==> config.mk <==
export PLATFORM = sky130hd
export DESIGN_NAME = aoboard_regif
export DESIGN_NICKNAME = d
export VERILOG_FILES = /design/src/rtl/aoregs_pkg.sv /design/src/rtl/aoregs_decode.sv /design/src/rtl/aoregs_regs.sv /design/src/rtl/aoregs_rdmux.sv /design/src/rtl/aoboard_regif.sv
export SDC_FILE = /design/constraint.sdc
export NUM_CORES = 1
export LEC_CHECK = 0
export CAP_MARGIN = 20
export CORE_ASPECT_RATIO = 1.1
export CORE_MARGIN = 5
export CORE_UTILIZATION = 42
export CTS_CLUSTER_DIAMETER = 100
export CTS_CLUSTER_SIZE = 8
export DETAILED_ROUTE_END_ITERATION = 8
export PLACE_DENSITY_LB_ADDON = 0.08
export SYNTH_ARGS = -nofsm -noshare
export SYNTH_HDL_FRONTEND = slang
export SYNTH_SLANG_ARGS = --single-unit
export TNS_END_PERCENT = 50
==> constraint.sdc <==
create_clock -name clk -period 4.8 [get_ports clk]
set_input_delay 0.96 -clock clk [delete_from_list [all_inputs] [get_ports clk]]
set_output_delay 0.96 -clock clk [all_outputs]
set_load 0.02 [all_outputs]
==> src/rtl/aoregs_pkg.sv <==
package aoregs_pkg;

    // bit positions that other logic decodes
    localparam int BANK_BIT  = 7;
    localparam int OE_LO_BIT = 2;
    localparam int OE_HI_BIT = 3;

    // fixed word indices in the window
    localparam int W_DIO  = 0;
    localparam int W_CFG2 = 1;
    localparam int W_CFG3 = 2;
    localparam int W_CFG1 = 5;
    localparam int W_DAC0 = 6;

    typedef struct packed {
        logic       dio_wr;
        logic       cfg1_wr;
        logic       cfg2_wr;
        logic       cfg3_wr;
        logic       tc_clr;
        logic       i1_clr;
        logic       i2_clr;
        logic       push;
        logic       fclr;
        logic       dac_hit;
        logic [3:0] dac_idx;
    } acc_t;

endpackage

==> src/rtl/aoregs_decode.sv <==
module aoregs_decode
    import aoregs_pkg::*;
#(
    parameter int NUM_CH = 6,
    parameter int ADDR_W = 4
) (
    input  logic [ADDR_W-1:0] addr,
    input  logic              wr,
    input  logic              rd,
    input  logic              bank2,
    output acc_t              acc
);

    int widx;

    always_comb begin
        acc  = '0;
        widx = int'(addr);
        case (widx)
            W_DIO: begin
                if (wr) begin
                    if (bank2) acc.tc_clr = 1'b1;
                    else       acc.dio_wr = 1'b1;
                end
            end
            W_CFG2: begin
                if (wr) begin
                    if (bank2) acc.i1_clr  = 1'b1;
                    else       acc.cfg2_wr = 1'b1;
                end
            end
            W_CFG3: begin
                if (wr) begin
                    if (bank2) acc.i2_clr  = 1'b1;
                    else       acc.cfg3_wr = 1'b1;
                end
            end
            W_CFG1: begin
                if (wr) acc.cfg1_wr = 1'b1;
            end
            W_DAC0: begin
                if (wr) begin
                    if (bank2) begin
                        acc.dac_hit = 1'b1;
                        acc.dac_idx = 4'd0;
                    end else begin
                        acc.push = 1'b1;
                    end
                end
                if (rd) acc.fclr = 1'b1;
            end
            default: begin
                if (wr && widx > W_DAC0 && widx < W_DAC0 + NUM_CH) begin
                    acc.dac_hit = 1'b1;
                    acc.dac_idx = 4'(widx - W_DAC0);
                end
            end
        endcase
    end

endmodule

==> src/rtl/aoregs_regs.sv <==
module aoregs_regs
    import aoregs_pkg::*;
#(
    parameter int NUM_CH = 6,
    parameter int DATA_W = 16,
    parameter int DAC_W  = 12,
    parameter int DIO_W  = 8
) (
    input  logic              clk,
    input  logic              rst_n,
    input  acc_t              acc,
    input  logic [DATA_W-1:0] wdata,
    output logic [DATA_W-1:0] cfg1_q,
    output logic [DATA_W-1:0] cfg2_q,
    output logic [DATA_W-1:0] cfg3_q,
    output logic [DIO_W-1:0]  dio_q,
    output logic [NUM_CH-1:0] load_q,
    output logic [DAC_W-1:0]  dac_q,
    output logic [DATA_W-1:0] fifo_q,
    output logic              push_q,
    output logic              fclr_q,
    output logic              tclr_q,
    output logic              i1clr_q,
    output logic              i2clr_q
);

    typedef struct packed {
        logic [DATA_W-1:0] cfg1;
        logic [DATA_W-1:0] cfg2;
        logic [DATA_W-1:0] cfg3;
        logic [DATA_W-1:0] fifo;
        logic [DIO_W-1:0]  dio;
        logic [DAC_W-1:0]  dac;
        logic [NUM_CH-1:0] load;
        logic              push;
        logic              fclr;
        logic              tclr;
        logic              i1clr;
        logic              i2clr;
    } st_t;

    st_t               st_d, st_q;
    logic [NUM_CH-1:0] load_sel_d;

    // one select per DAC channel
    for (genvar g = 0; g < NUM_CH; g++) begin : g_ldsel
        assign load_sel_d[g] = acc.dac_hit && (acc.dac_idx == 4'(g));
    end

    always_comb begin
        st_d       = st_q;
        st_d.load  = load_sel_d;
        st_d.push  = acc.push;
        st_d.fclr  = acc.fclr;
        st_d.tclr  = acc.tc_clr;
        st_d.i1clr = acc.i1_clr;
        st_d.i2clr = acc.i2_clr;
        if (acc.cfg1_wr) st_d.cfg1 = wdata;
        if (acc.cfg2_wr) st_d.cfg2 = wdata;
        if (acc.cfg3_wr) st_d.cfg3 = wdata;
        if (acc.dio_wr)  st_d.dio  = wdata[DIO_W-1:0];
        if (acc.push)    st_d.fifo = wdata;
        if (acc.dac_hit) st_d.dac  = wdata[DAC_W-1:0];
    end

    always_ff @(posedge clk) begin
        if (!rst_n) st_q <= '0;
        else        st_q <= st_d;
    end

    assign cfg1_q  = st_q.cfg1;
    assign cfg2_q  = st_q.cfg2;
    assign cfg3_q  = st_q.cfg3;
    assign dio_q   = st_q.dio;
    assign load_q  = st_q.load;
    assign dac_q   = st_q.dac;
    assign fifo_q  = st_q.fifo;
    assign push_q  = st_q.push;
    assign fclr_q  = st_q.fclr;
    assign tclr_q  = st_q.tclr;
    assign i1clr_q = st_q.i1clr;
    assign i2clr_q = st_q.i2clr;

endmodule

==> src/rtl/aoregs_rdmux.sv <==
module aoregs_rdmux
    import aoregs_pkg::*;
#(
    parameter int DATA_W = 16,
    parameter int DIO_W  = 8,
    parameter int ADDR_W = 4
) (
    input  logic [ADDR_W-1:0] addr,
    input  logic [DIO_W-1:0]  pins,
    input  logic [6:0]        status,
    output logic [DATA_W-1:0] rdata
);

    always_comb begin
        rdata = '0;
        case (int'(addr))
            W_DIO:   rdata[DIO_W-1:0] = pins;
            W_CFG1:  rdata[6:0]       = status;
            default: rdata            = '0;
        endcase
    end

endmodule

==> src/rtl/aoboard_regif.sv <==
module aoboard_regif
    import aoregs_pkg::*;
#(
    parameter int NUM_CH = 6,
    parameter int DATA_W = 16,
    parameter int DAC_W  = 12,
    parameter int DIO_W  = 8,
    parameter int ADDR_W = 4
) (
    input  logic              clk,
    input  logic              rst_n,
    input  logic [ADDR_W-1:0] bus_addr,
    input  logic              bus_wr,
    input  logic              bus_rd,
    input  logic [DATA_W-1:0] bus_wdata,
    output logic [DATA_W-1:0] bus_rdata,
    input  logic [DIO_W-1:0]  dio_pins,
    output logic [DIO_W-1:0]  dio_out,
    output logic [DIO_W-1:0]  dio_oe,
    input  logic              fifo_half,
    input  logic              fifo_empty,
    input  logic              fifo_full,
    input  logic              int2_flag,
    input  logic              int1_flag,
    input  logic              tc_flag,
    input  logic              prom_bit,
    output logic [DATA_W-1:0] cfg1_q,
    output logic [DATA_W-1:0] cfg2_q,
    output logic [DATA_W-1:0] cfg3_q,
    output logic [NUM_CH-1:0] dac_load,
    output logic [DAC_W-1:0]  dac_data,
    output logic              fifo_push,
    output logic [DATA_W-1:0] fifo_data,
    output logic              fifo_clr,
    output logic              dmatc_clr,
    output logic              int1_clr,
    output logic              int2_clr
);

    localparam int HALF_DIO = DIO_W / 2;

    acc_t       acc;
    logic [6:0] status;

    assign status = {fifo_half, fifo_empty, fifo_full,
                     int2_flag, int1_flag, tc_flag, prom_bit};

    aoregs_decode #(
        .NUM_CH (NUM_CH),
        .ADDR_W (ADDR_W)
    ) u_decode (
        .addr  (bus_addr),
        .wr    (bus_wr),
        .rd    (bus_rd),
        .bank2 (cfg1_q[BANK_BIT]),
        .acc   (acc)
    );

    aoregs_regs #(
        .NUM_CH (NUM_CH),
        .DATA_W (DATA_W),
        .DAC_W  (DAC_W),
        .DIO_W  (DIO_W)
    ) u_regs (
        .clk     (clk),
        .rst_n   (rst_n),
        .acc     (acc),
        .wdata   (bus_wdata),
        .cfg1_q  (cfg1_q),
        .cfg2_q  (cfg2_q),
        .cfg3_q  (cfg3_q),
        .dio_q   (dio_out),
        .load_q  (dac_load),
        .dac_q   (dac_data),
        .fifo_q  (fifo_data),
        .push_q  (fifo_push),
        .fclr_q  (fifo_clr),
        .tclr_q  (dmatc_clr),
        .i1clr_q (int1_clr),
        .i2clr_q (int2_clr)
    );

    aoregs_rdmux #(
        .DATA_W (DATA_W),
        .DIO_W  (DIO_W),
        .ADDR_W (ADDR_W)
    ) u_rdmux (
        .addr   (bus_addr),
        .pins   (dio_pins),
        .status (status),
        .rdata  (bus_rdata)
    );

    // driver enables, one nibble-wide group per config bit
    for (genvar g = 0; g < DIO_W; g++) begin : g_oe
        if (g < HALF_DIO) begin : g_lo
            assign dio_oe[g] = cfg3_q[OE_LO_BIT];
        end else begin : g_hi
            assign dio_oe[g] = cfg3_q[OE_HI_BIT];
        end
    end

endmodule

---- Yosys cells after proc, flatten, opt, wreduce, memory -nomap -nowiden ----
Index checks and enable logic that the tools add are counted.
storage, ports and cells
  bits in read-only memories .............. 0
  logic and storage cells ................. 56
  input port bits ......................... 39
  register bits after elaboration ......... 95
  memories kept ........................... 0
  RAM bits ................................ 0
  latch bits .............................. 0
  output and inout port bits .............. 119
cells by class
  $lt $le $gt $ge ......................... 2
  div/mod/pow operators ................... 0
  add/sub/neg operators ................... 1
  bitwise logic cells ..................... 0
  equal/unequal tests ..................... 9
  multipliers ............................. 0
  muxes and demuxes ....................... 17
  reductions and logical operators ........ 15
  shift-type cells ........................ 0
operators with widths
  operator                                                                         number
  4-bit by 3-bit equality test with 1-bit output, second input constant            4
  5-bit 2-to-1 mux                                                                 3
  7-bit case mux with 2 select lines                                               1
  4-bit by 2-bit equality test with 1-bit output, second input constant            3
  1-bit 2-to-1 mux                                                                 11
  5-bit case mux with 2 select lines                                               1
  4-bit by 1-bit equality test with 1-bit output, second input constant            2
  1-bit logical AND                                                                8
  4-bit zero test                                                                  2
  2-bit AND reduction                                                              4
  4-bit by 3-bit greater-than comparator with 1-bit output, second input constant  1
  4-bit less-than comparator, second input constant                                1
  4-bit OR reduction                                                               1
  4-bit by 3-bit subtractor with 4-bit output, second input constant               1
  2-bit 2-to-1 mux                                                                 1

---- Longest topological paths before layout ----
Gate-level depths: netlist of run 1.
  depth after elaboration ................. 7
  depth in mapped cells ................... 7
  gate-level depth less buffers ........... 5

---- By module ----
Synthesis of run 1 repeated with hierarchy kept, for this count alone.
unflattened totals
  cells, all modules ...................... 369
  area total of the unflattened synthesis .. 4075.2 µm²
modules (own cells, without submodules)
  module         sequential area each (µm²)  times used  area each (µm²)  cells an instance
  aoregs_regs    1901.8                      1           3602.2           299
  aoregs_rdmux   0.0                         1           239.0            35
  aoregs_decode  0.0                         1           173.9            27
  aoboard_regif  0.0                         1           60.1             8

---- Least setup slack after synthesis of run 1 ----
Ideal clock, no wire load.
  kind .................................... input -> output
  from .................................... in bus_addr[1]
  to ...................................... out bus_rdata[7]
  data arrival time ....................... 2.354 ns
  setup slack ............................. 1.486 ns
  buffers on the path ..................... 2
  data required time ...................... 3.840 ns
  stages .................................. 4
  cell sequence ........................... buf_2 > or2_2 > clkbuf_1 > nor4b_1
on the way
  cells in the longest elaborated chain, start to end .. 2
RTL lines
  element           line                 source
  from (decl)       aoboard_regif.sv:12  input logic [ADDR_W-1:0] bus_addr,
  4-bit zero test   aoregs_rdmux.sv:16   case (int'(addr))
  1-bit 2-to-1 mux  aoregs_rdmux.sv:16
  to (decl)         aoboard_regif.sv:16  output logic [DATA_W-1:0] bus_rdata,
No other way between the ends.

---- Worst setup path in the final report of run 1 ----
  from .................................... in bus_addr[2]
  to ...................................... out bus_rdata[1]
on the way
  cells in the longest elaborated chain, start to end .. 2
  elaborated cells on any way between the ends .. 3
  classes of those cells .................. eq/ne (1); mux (1); reduce/logical (1)
RTL lines
  element                                                                            line
  4-bit by 3-bit equality test with 1-bit output or 4-bit zero test (tied branches)  aoregs_rdmux.sv:16
  7-bit case mux with 2 select lines (*)                                             aoregs_rdmux.sv:16
Every way passes the cells marked *; elsewhere a longest branch is shown, timed or not.

==> run_results.csv, run 1 <==
group,metric,value,unit
outcome,status,"finished clean",
cells_and_area,design_area,5470,um2
detailed_routing,drt_iter0_drc,132,
critical_path,arrival,3150,ps
grt,grt_pass1_vias,3301,
critical_path,worstSetupPathType,"in -> out",
critical_path,cp_cell_sequence,"clkdlybuf4s50_1 -> nor2_1 -> a22oi_1 -> nor2_1 -> clkdlybuf4s50_1",
detailed_routing,via_per_inst,4.87,
floorplan,start_util,42.3,%
logic_synthesis,synth_seq_area_share,48.6,%
logic_synthesis,syn_area_per_cell,8.65,um2
grt,grt_pass1_wl,17400,um
cells_and_area,fillers,844,
place,routabilityCongestion,0.760,
clocking,hold_buffers,0,
cells_and_area,syn_to_final_growth,39.7,%
timing,finalCritPeriodShare,85.6,%
logic_synthesis,synth_area,3920,um2
cells_and_area,final_common_cell,"nand2_1",
timing,finClkSkew,7.69,ps
place,dp_hpwl,8050,um
logic_synthesis,synth_cell_types,38,
detailed_routing,antenna_left,0,
timing,timing.final.ws_setup,690,ps
logic_synthesis,yosys_warnings,0,
timing,finalHoldViolations,0,
clocking,cts_tree,"built",
clocking,cts-resized-gates,0,
timing,drv_slew,0,
place,port_buffers,149,
grt,antenna_found_initial,0,
floorplan,die_h,111,um
place,placed_area,5300,um2
timing,fmax,243,MHz
floorplan,die-area,11400,um2
timing,grt_setup_unrepaired,"no",
floorplan,io_pins,158,
floorplan,core,9260,um2
clocking,cts_buffers,9,
timing,setup_violations,0,
grt,overflow,0,
run,drv_cap,0,
detailed_routing,dr.pass1.iters,5,
clocking,h-tree-depth,3,
power,powerDensity,268,nW/um2
timing,worst_slew_pin_slew,924,ps
critical_path,cp_max_fo,13,
cells_and_area,utilization,59.1,%
cells_and_area,layout.cells.most_common_list,"nand2_1, clkdlybuf4s50_1, dfxtp_1, a21boi_0, mux2i_1",
critical_path,crit_required,3840,ps
grt,grt_max_degree,54,
timing,timing.final.crit_period,4110,ps
place,place_ws,691,ps
critical_path,cp.buffers_inverters,2,
clocking,worstSkewPairLatency,350,ps
logic_synthesis,ys_ff_latch,95,
floorplan,fp-row-count,37,
critical_path,max_stage_delay,660,ps
power,vdd_drop_max,174,uV
detailed_routing,num_vias,3378,
grt,grt_usage,19.5,%
cells_and_area,layout-drive-gt1-share,4.33,%
critical_path,cp-start-kind,"input port",
clocking,cts_setup_buffers,0,
floorplan,die_x,102,um
critical_path,crit_family,"buffers and inverters",
clocking,cts.path.max_buffers,2,
logic_synthesis,synthCells,453,
clocking,numClockSinks,95,
critical_path,critPathCaptureType,"primary output",
timing,slew_headroom,37.9,%
power,power,1.46,mW
worst_hold_path,hold_class,"reg -> reg",
cells_and_area,n_antenna_cell,0,
cells_and_area,nets,613,
power,leakage,1.91,nW
clocking,cts_root_buf,"clkbuf_8",
timing,tns,0,ps
critical_path,crit_slowest_cell,"clkdlybuf4s50_1",
detailed_routing,drt-total-wl,11200,um
detailed_routing,wl_per_cell,16.1,um
clocking,clk_pin_slew_worst_paths,90,ps
detailed_routing,drc,0,
==> worst min-delay path, delay by kind of cell, from the launching register on <==
kind / cells / cell delay [ps]
AO/OA/AOI/OAI: 1 / 50
flip-flops: 1 / 320
AND/OR/NAND/NOR: 1 / 50
==> state kept, by name, summed over array words and instances (netlist names) <==
| signal | count |
|---|---|
| u_regs.cfg1_q | 16 |
| u_regs.cfg2_q | 16 |
| u_regs.cfg3_q | 16 |
| u_regs.dac_q | 12 |
| u_regs.dio_q | 8 |
| u_regs.fclr_q | 1 |
| u_regs.fifo_q | 16 |
| u_regs.i1clr_q | 1 |
| u_regs.i2clr_q | 1 |
| u_regs.load_q | 6 |
| u_regs.push_q | 1 |
| u_regs.tclr_q | 1 |
==> cell type report <==
class | instances | area, um2 | share of cell area [%]
sequential | 95 | 1900 | 34.8
multi-input combinational | 315 | 1740 | 31.8
timing repair buffer | 152 | 1510 | 27.6
tap | 117 | 146 | 2.68
clock buffer | 10 | 138 | 2.52
clock inverter | 5 | 33.8 | 0.618
==> power by group <==
| part | leakage, nW | internal [mW] | total [mW] | switching (mW) |
|---|---|---|---|---|
| Sequential | 0.768 | 0.802 | 0.809 | 0.00762 |
| Clock | 0.0845 | 0.200 | 0.473 | 0.273 |
| Combinational | 1.06 | 0.0833 | 0.181 | 0.0980 |
| Total | 1.91 | 1.08 | 1.46 | 0.379 |
==> path summary, 6_finish.rpt <==
check                    startpoint                 to  slack, ps  depth (start not counted)
setup / recovery        bus_addr[2]       bus_rdata[1]        690                          5
hold reg to reg   u_regs.cfg3_q[11]  u_regs.cfg3_q[11]        460                          2
hold / removal    u_regs.cfg3_q[11]  u_regs.cfg3_q[11]        460                          2
setup reg to reg   u_regs.cfg1_q[7]  u_regs.cfg2_q[13]       3010                          4
==> cells in the mapped netlist <==
master	number	area, um2
o311ai_0	1	8.76
nand2_1	158	593
a22oi_1	7	52.6
clkbuf_2	2	10.0
or3_1	2	12.5
ha_1	1	12.5
nor4_4	1	21.3
nand2b_1	1	6.26
buf_1	1	3.75
buf_2	9	45.0
nor3b_2	1	12.5
buf_4	26	195
nand3_1	4	20.0
and2_1	3	18.8
and4b_1	1	10.0
conb_1	1	3.75
nor3_2	1	10.0
dfxtp_1	95	1900
a21oi_1	2	10.0
nand2b_4	1	13.8
nand4_1	1	6.26
nor2_1	12	45.0
nor4b_1	1	8.76
mux2i_1	21	210
nor3b_1	1	7.51
nor4_1	1	6.26
and3_1	2	12.5
nor2b_1	10	62.6
clkbuf_1	12	45.0
a21boi_1	11	82.6
a21boi_0	53	398
and2b_1	1	7.51
o32ai_1	1	8.76
nand4b_1	1	8.76
nand3b_1	2	15.0
nor3_1	3	15.0
nand2b_2	1	8.76
or2_2	1	6.26
==> metal layers <==
layer  global-route usage, %  part of all wire, %
met5                       0                    0
met1                    25.1                   43
met2                    31.9                   47
met3                    4.85                  8.2
met4                    5.77                  1.5
==> metrics by stage <==
step,hold slack (ps),instances
after floorplan,532,460
after global placement,443,679
after detailed placement,446,679
after CTS,459,694
after global routing,480,694
final,456,694
==> cells by family after synthesis <==
| logic type | count (synthesis) | share of synthesized area (%) |
|---|---|---|
| AND/OR/NAND/NOR | 210 | 23.7 |
| flip-flops | 95 | 48.6 |
| AO/OA/AOI/OAI | 75 | 14.3 |
| buffers and inverters | 50 | 7.64 |
| multiplexers | 21 | 5.37 |
| adder cells (fa/ha/maj) | 1 | 0.319 |
| other | 1 | 0.0958 |
Note: power is estimated with default switching activity, not from simulation.
==> run 2: changes to the inputs <==
==> constraint.sdc (replaced) <==
create_clock -name clk -period 4.8 [get_ports clk]
set_input_delay 1.44 -clock clk [delete_from_list [all_inputs] [get_ports clk]]
set_output_delay 1.44 -clock clk [all_outputs]
set_load 0.02 [all_outputs]
==> run_results.csv, run 2 (same netlist as run 1, synthesis figures left out) <==
group,metric,value,unit
critical_path,worstSetupPathType,"in -> out",
critical_path,cp_cell_sequence,"clkdlybuf4s50_1 -> or2_2 -> nor4b_1 -> clkdlybuf4s50_1",
clocking,cts_setup_buffers,0,
critical_path,max_stage_delay,660,ps
grt,antenna_found_initial,0,
cells_and_area,final_common_cell,"nand2_1",
place,place_ws,222,ps
critical_path,cp-start-kind,"input port",
timing,finClkSkew,10.5,ps
place,port_buffers,149,
floorplan,core,9260,um2
critical_path,cp.buffers_inverters,2,
timing,finalHoldViolations,0,
grt,grt_usage,19.4,%
clocking,cts-resized-gates,0,
power,powerDensity,271,nW/um2
detailed_routing,top_layer,"met4",
clocking,worstSkewPairLatency,370,ps
run,drv_cap,0,
clocking,cts.path.max_buffers,2,
clocking,cts_tree,"built",
cells_and_area,syn_to_final_growth,41.6,%
critical_path,cp_common_cell,"clkdlybuf4s50_1",
timing,timing.final.crit_period,4590,ps
detailed_routing,drt_iter0_drc,146,
cells_and_area,nets,620,
clocking,hold_buffers,0,
timing,hold_ws,458,ps
timing,fmax,218,MHz
grt,overflow,0,
floorplan,fp-row-count,37,
grt,grt_pass1_wl,17200,um
detailed_routing,met3WireLength,926,um
critical_path,crit_slowest_cell,"clkdlybuf4s50_1",
timing,slew_headroom,33.2,%
detailed_routing,num_vias,3413,
critical_path,crit_family,"buffers and inverters",
timing,finalCritPeriodShare,95.5,%
place,placed_area,5350,um2
detailed_routing,drt-total-wl,11200,um
floorplan,die_x,102,um
timing,tns,0,ps
timing,worst_slew_pin_slew,994,ps
detailed_routing,dr.pass1.iters,5,
critical_path,arrival,3150,ps
timing,setup_violations,0,
clocking,numClockSinks,95,
floorplan,start_util,42.3,%
detailed_routing,antenna_left,0,
power,leakage,1.95,nW
place,dp_hpwl,8020,um
critical_path,crit_required,3360,ps
detailed_routing,wl_per_cell,15.9,um
grt,grt_max_degree,56,
cells_and_area,n_antenna_cell,0,
critical_path,cp_max_fo,2,
cells_and_area,layout.cells.most_common_list,"nand2_1, clkdlybuf4s50_1, dfxtp_1, a21boi_0, mux2i_1",
timing,timing.final.ws_setup,215,ps
cells_and_area,design_area,5540,um2
detailed_routing,met2_length,5400,um
timing,grt_setup_unrepaired,"no",
detailed_routing,via_per_inst,4.86,
place,routabilityCongestion,0.810,
floorplan,die_h,111,um
detailed_routing,wl_met1,4710,um
grt,grt_pass1_vias,3232,
floorplan,io_pins,158,
clocking,h-tree-depth,3,
power,vdd_drop_max,148,uV
clocking,clk_pin_slew_worst_paths,100,ps
cells_and_area,fillers,847,
floorplan,die-area,11400,um2
critical_path,critPathCaptureType,"primary output",
clocking,cts_buffers,9,
detailed_routing,drc,0,
cells_and_area,layout-drive-gt1-share,5.64,%
timing,drv_slew,0,
outcome,status,"finished clean",
worst_hold_path,hold_class,"reg -> reg",
clocking,cts_root_buf,"clkbuf_8",
## run 2: changes by cell type in the layout (fill, tap and decap cells not counted)
cell,before,now
buf_4,3,10
clkinv_2,2,0
clkbuf_8,10,11
clkinv_4,0,2
## run 2: worst paths after layout
| kind | startpoint | endpoint | slack, ps | cells after the start |
|---|---|---|---|---|
| worst max-delay path | bus_addr[1] | bus_rdata[7] | 210 | 4 |
| worst min-delay path | u_regs.cfg3_q[12] | u_regs.cfg3_q[12] | 460 | 2 |
| worst max register to register | u_regs.cfg1_q[7] | u_regs.cfg2_q[6] | 3010 | 4 |
| worst min register to register | u_regs.cfg3_q[12] | u_regs.cfg3_q[12] | 460 | 2 |
## run 2: power by group
group	leakage [nW]	internal [mW]	switching, mW
clock	0.0922	0.220	0.286
combinational	1.09	0.0870	0.0994
sequential	0.768	0.802	0.00759
## run 2: area by class of cell
type                       instances  area, um2  share of cell area (%)
clock inverter                     5       41.3                   0.745
sequential                        95       1900                    34.3
timing repair buffer             159       1560                    28.2
multi-input combinational        315       1740                    31.4
tap                              117        146                    2.64
clock buffer                      11        151                    2.73
## run 2: worst min-delay path, cell delays in order, from the launching register on
cell	delay, ps
dfxtp_1	320
nand2_1	50
a21boi_1	50
## run 2: metal layers
layer | up-vias | GRT usage (%)
li1 | 1703 | -
met4 | 0 | 5.51
met2 | 110 | 31.8
met3 | 12 | 5.48
met1 | 1588 | 24.7
met5 | - | 0
## run 2: per-stage QoR
step	instances	utilization (%)	total power [mW]
2_1_floorplan	460	-	0.926
3_3_place_gp	686	57.8	1.01
3_5_place_dp	686	57.8	1.02
4_1_cts	702	59.9	1.52
5_1_grt	702	59.9	1.57
6_report	702	59.9	1.50
==> run 3: changes to the inputs <==
--- a/config.mk
+++ b/config.mk
@@ -8,11 +8,12 @@
 export CAP_MARGIN = 20
 export CORE_ASPECT_RATIO = 1.1
 export CORE_MARGIN = 5
-export CORE_UTILIZATION = 42
+export CORE_UTILIZATION = 35
 export CTS_CLUSTER_DIAMETER = 100
 export CTS_CLUSTER_SIZE = 8
 export DETAILED_ROUTE_END_ITERATION = 8
 export PLACE_DENSITY_LB_ADDON = 0.08
+export SKIP_LAST_GASP = 1
 export SYNTH_ARGS = -nofsm -noshare
 export SYNTH_HDL_FRONTEND = slang
 export SYNTH_SLANG_ARGS = --single-unit
==> run_results.csv, run 3 (same netlist as run 1, synthesis figures left out) <==
group,metric,value,unit
detailed_routing,via_per_inst,4.67,
cells_and_area,layout.cells.most_common_list,"nand2_1, clkdlybuf4s50_1, dfxtp_1, a21boi_0, mux2i_1",
power,vdd_drop_max,154,uV
clocking,cts_buffers,9,
power,p_clk_share,41.5,%
timing,tns,0,ps
power,power,1.70,mW
floorplan,fp-row-count,40,
critical_path,crit_slowest_cell,"clkdlybuf4s50_1",
detailed_routing,dr.pass1.iters,4,
detailed_routing,antenna_left,0,
grt,antenna_found_initial,0,
critical_path,cp_cell_sequence,"clkdlybuf4s50_1 -> and2_1 -> a22oi_1 -> nor2_1 -> clkdlybuf4s50_1",
grt,grt_usage,17.4,%
critical_path,crit_required,3360,ps
clocking,cts_root_buf,"clkbuf_16",
clocking,worstSkewPairLatency,340,ps
grt,grt_max_degree,64,
cells_and_area,n_antenna_cell,0,
timing,grt_setup_unrepaired,"no",
power,powerDensity,300,nW/um2
floorplan,die_h,121,um
timing,finalHoldViolations,0,
timing,hold_ws,453,ps
clocking,numClockSinks,95,
floorplan,io_pins,158,
power,internal_power,1.30,mW
timing,worst_slew_pin_slew,989,ps
power,p_sw_share,23.3,%
power,seqPwrFrac,47.6,%
clocking,hold_buffers,0,
detailed_routing,num_vias,3407,
cells_and_area,nets,618,
power,combPwrFrac,10.9,%
power,p_switching,396,uW
cells_and_area,fillers,1034,
timing,finClkSkew,5.01,ps
clocking,cts.path.max_buffers,2,
floorplan,core,11000,um2
detailed_routing,drt_iter0_drc,145,
floorplan,die_x,111,um
clocking,cts_setup_buffers,0,
cells_and_area,layout-drive-gt1-share,5.15,%
cells_and_area,syn_to_final_growth,44.8,%
clocking,clk_pin_slew_worst_paths,60,ps
grt,grt_pass1_wl,18500,um
critical_path,critPathCaptureType,"primary output",
detailed_routing,drt-total-wl,11700,um
critical_path,cp_max_fo,7,
floorplan,start_util,35.7,%
grt,overflow,0,
outcome,status,"finished clean",
cells_and_area,final_common_cell,"nand2_1",
timing,timing.final.crit_period,4520,ps
power,leakage,2.01,nW
place,dp_hpwl,8340,um
clocking,h-tree-depth,3,
timing,slew_headroom,34.1,%
timing,setup_violations,0,
place,routabilityCongestion,0.938,
clocking,cts_tree,"built",
worst_hold_path,hold_class,"reg -> reg",
critical_path,cp_common_cell,"clkdlybuf4s50_1",
critical_path,worstSetupPathType,"in -> out",
critical_path,max_stage_delay,620,ps
timing,finalCritPeriodShare,94.2,%
critical_path,arrival,3080,ps
grt,grt_pass1_vias,3442,
place,port_buffers,149,
detailed_routing,drc,0,
floorplan,die-area,13400,um2
timing,fmax,221,MHz
critical_path,cp-start-kind,"input port",
detailed_routing,wl_per_cell,16.1,um
timing,drv_slew,0,
run,drv_cap,0,
## run 3: path summary, 6_finish.rpt
check / startpoint / end / slack, ps / cells after the start
hold / removal: u_regs.fifo_q[15] / u_regs.fifo_q[15] / 450 / 2
setup reg to reg: u_regs.cfg1_q[7] / u_regs.dac_q[3] / 2860 / 3
setup / recovery: bus_addr[0] / bus_rdata[6] / 280 / 5
hold reg to reg: u_regs.fifo_q[15] / u_regs.fifo_q[15] / 450 / 2
## run 3: critical path: cells and delay by family
kind	cells	cell delay, ps
buffers and inverters	2	1120
AO/OA/AOI/OAI	1	130
AND/OR/NAND/NOR	2	390
## run 3: final cells by class
cell class / instances / area [um2] / share of cell area (%)
Clock buffer: 12 / 246 / 4.35
Clock inverter: 4 / 45.0 / 0.794
Multi-Input combinational cell: 315 / 1750 / 30.8
Sequential cell: 95 / 1900 / 33.5
Tap cell: 147 / 184 / 3.24
Timing Repair Buffer: 157 / 1550 / 27.3
## run 3: power groups by stage
| stage | clock [mW] | combinational [mW] | sequential, mW |
|---|---|---|---|
| 3_5_place_dp | 0 | 0.187 | 0.828 |
| 2_1_floorplan | 0 | 0.0818 | 0.844 |
| 5_1_grt | 0.763 | 0.200 | 0.811 |
| 6_report | 0.705 | 0.186 | 0.810 |
| 3_3_place_gp | 0 | 0.185 | 0.828 |
| 4_1_cts | 0.726 | 0.188 | 0.810 |
## run 3: timing repair
action	4_1_cts	5_1_grt
resized for setup	0	1
setup endpoints to repair	0	1
endpoints found under the hold margin	0	0
## run 3: per-layer routing
layer | track usage [%] | part of all wire [%] | vias to the layer above
met4 | 9.01 | 3.3 | 0
met3 | 5.39 | 7.3 | 22
met2 | 29.2 | 47 | 114
met1 | 19.9 | 43 | 1566
li1 | - | - | 1705
met5 | 0 | 0 | -
## run 3: through the flow
stage	instance area (um2)	instances	utilization [%]	setup slack, ps
after global routing	5670	730	51.7	184
after floorplan	3940	460	-	526
after detailed placement	5380	714	49.1	138
final	5670	730	51.7	280
after CTS	5670	730	51.7	129
after global placement	5380	714	49.1	188
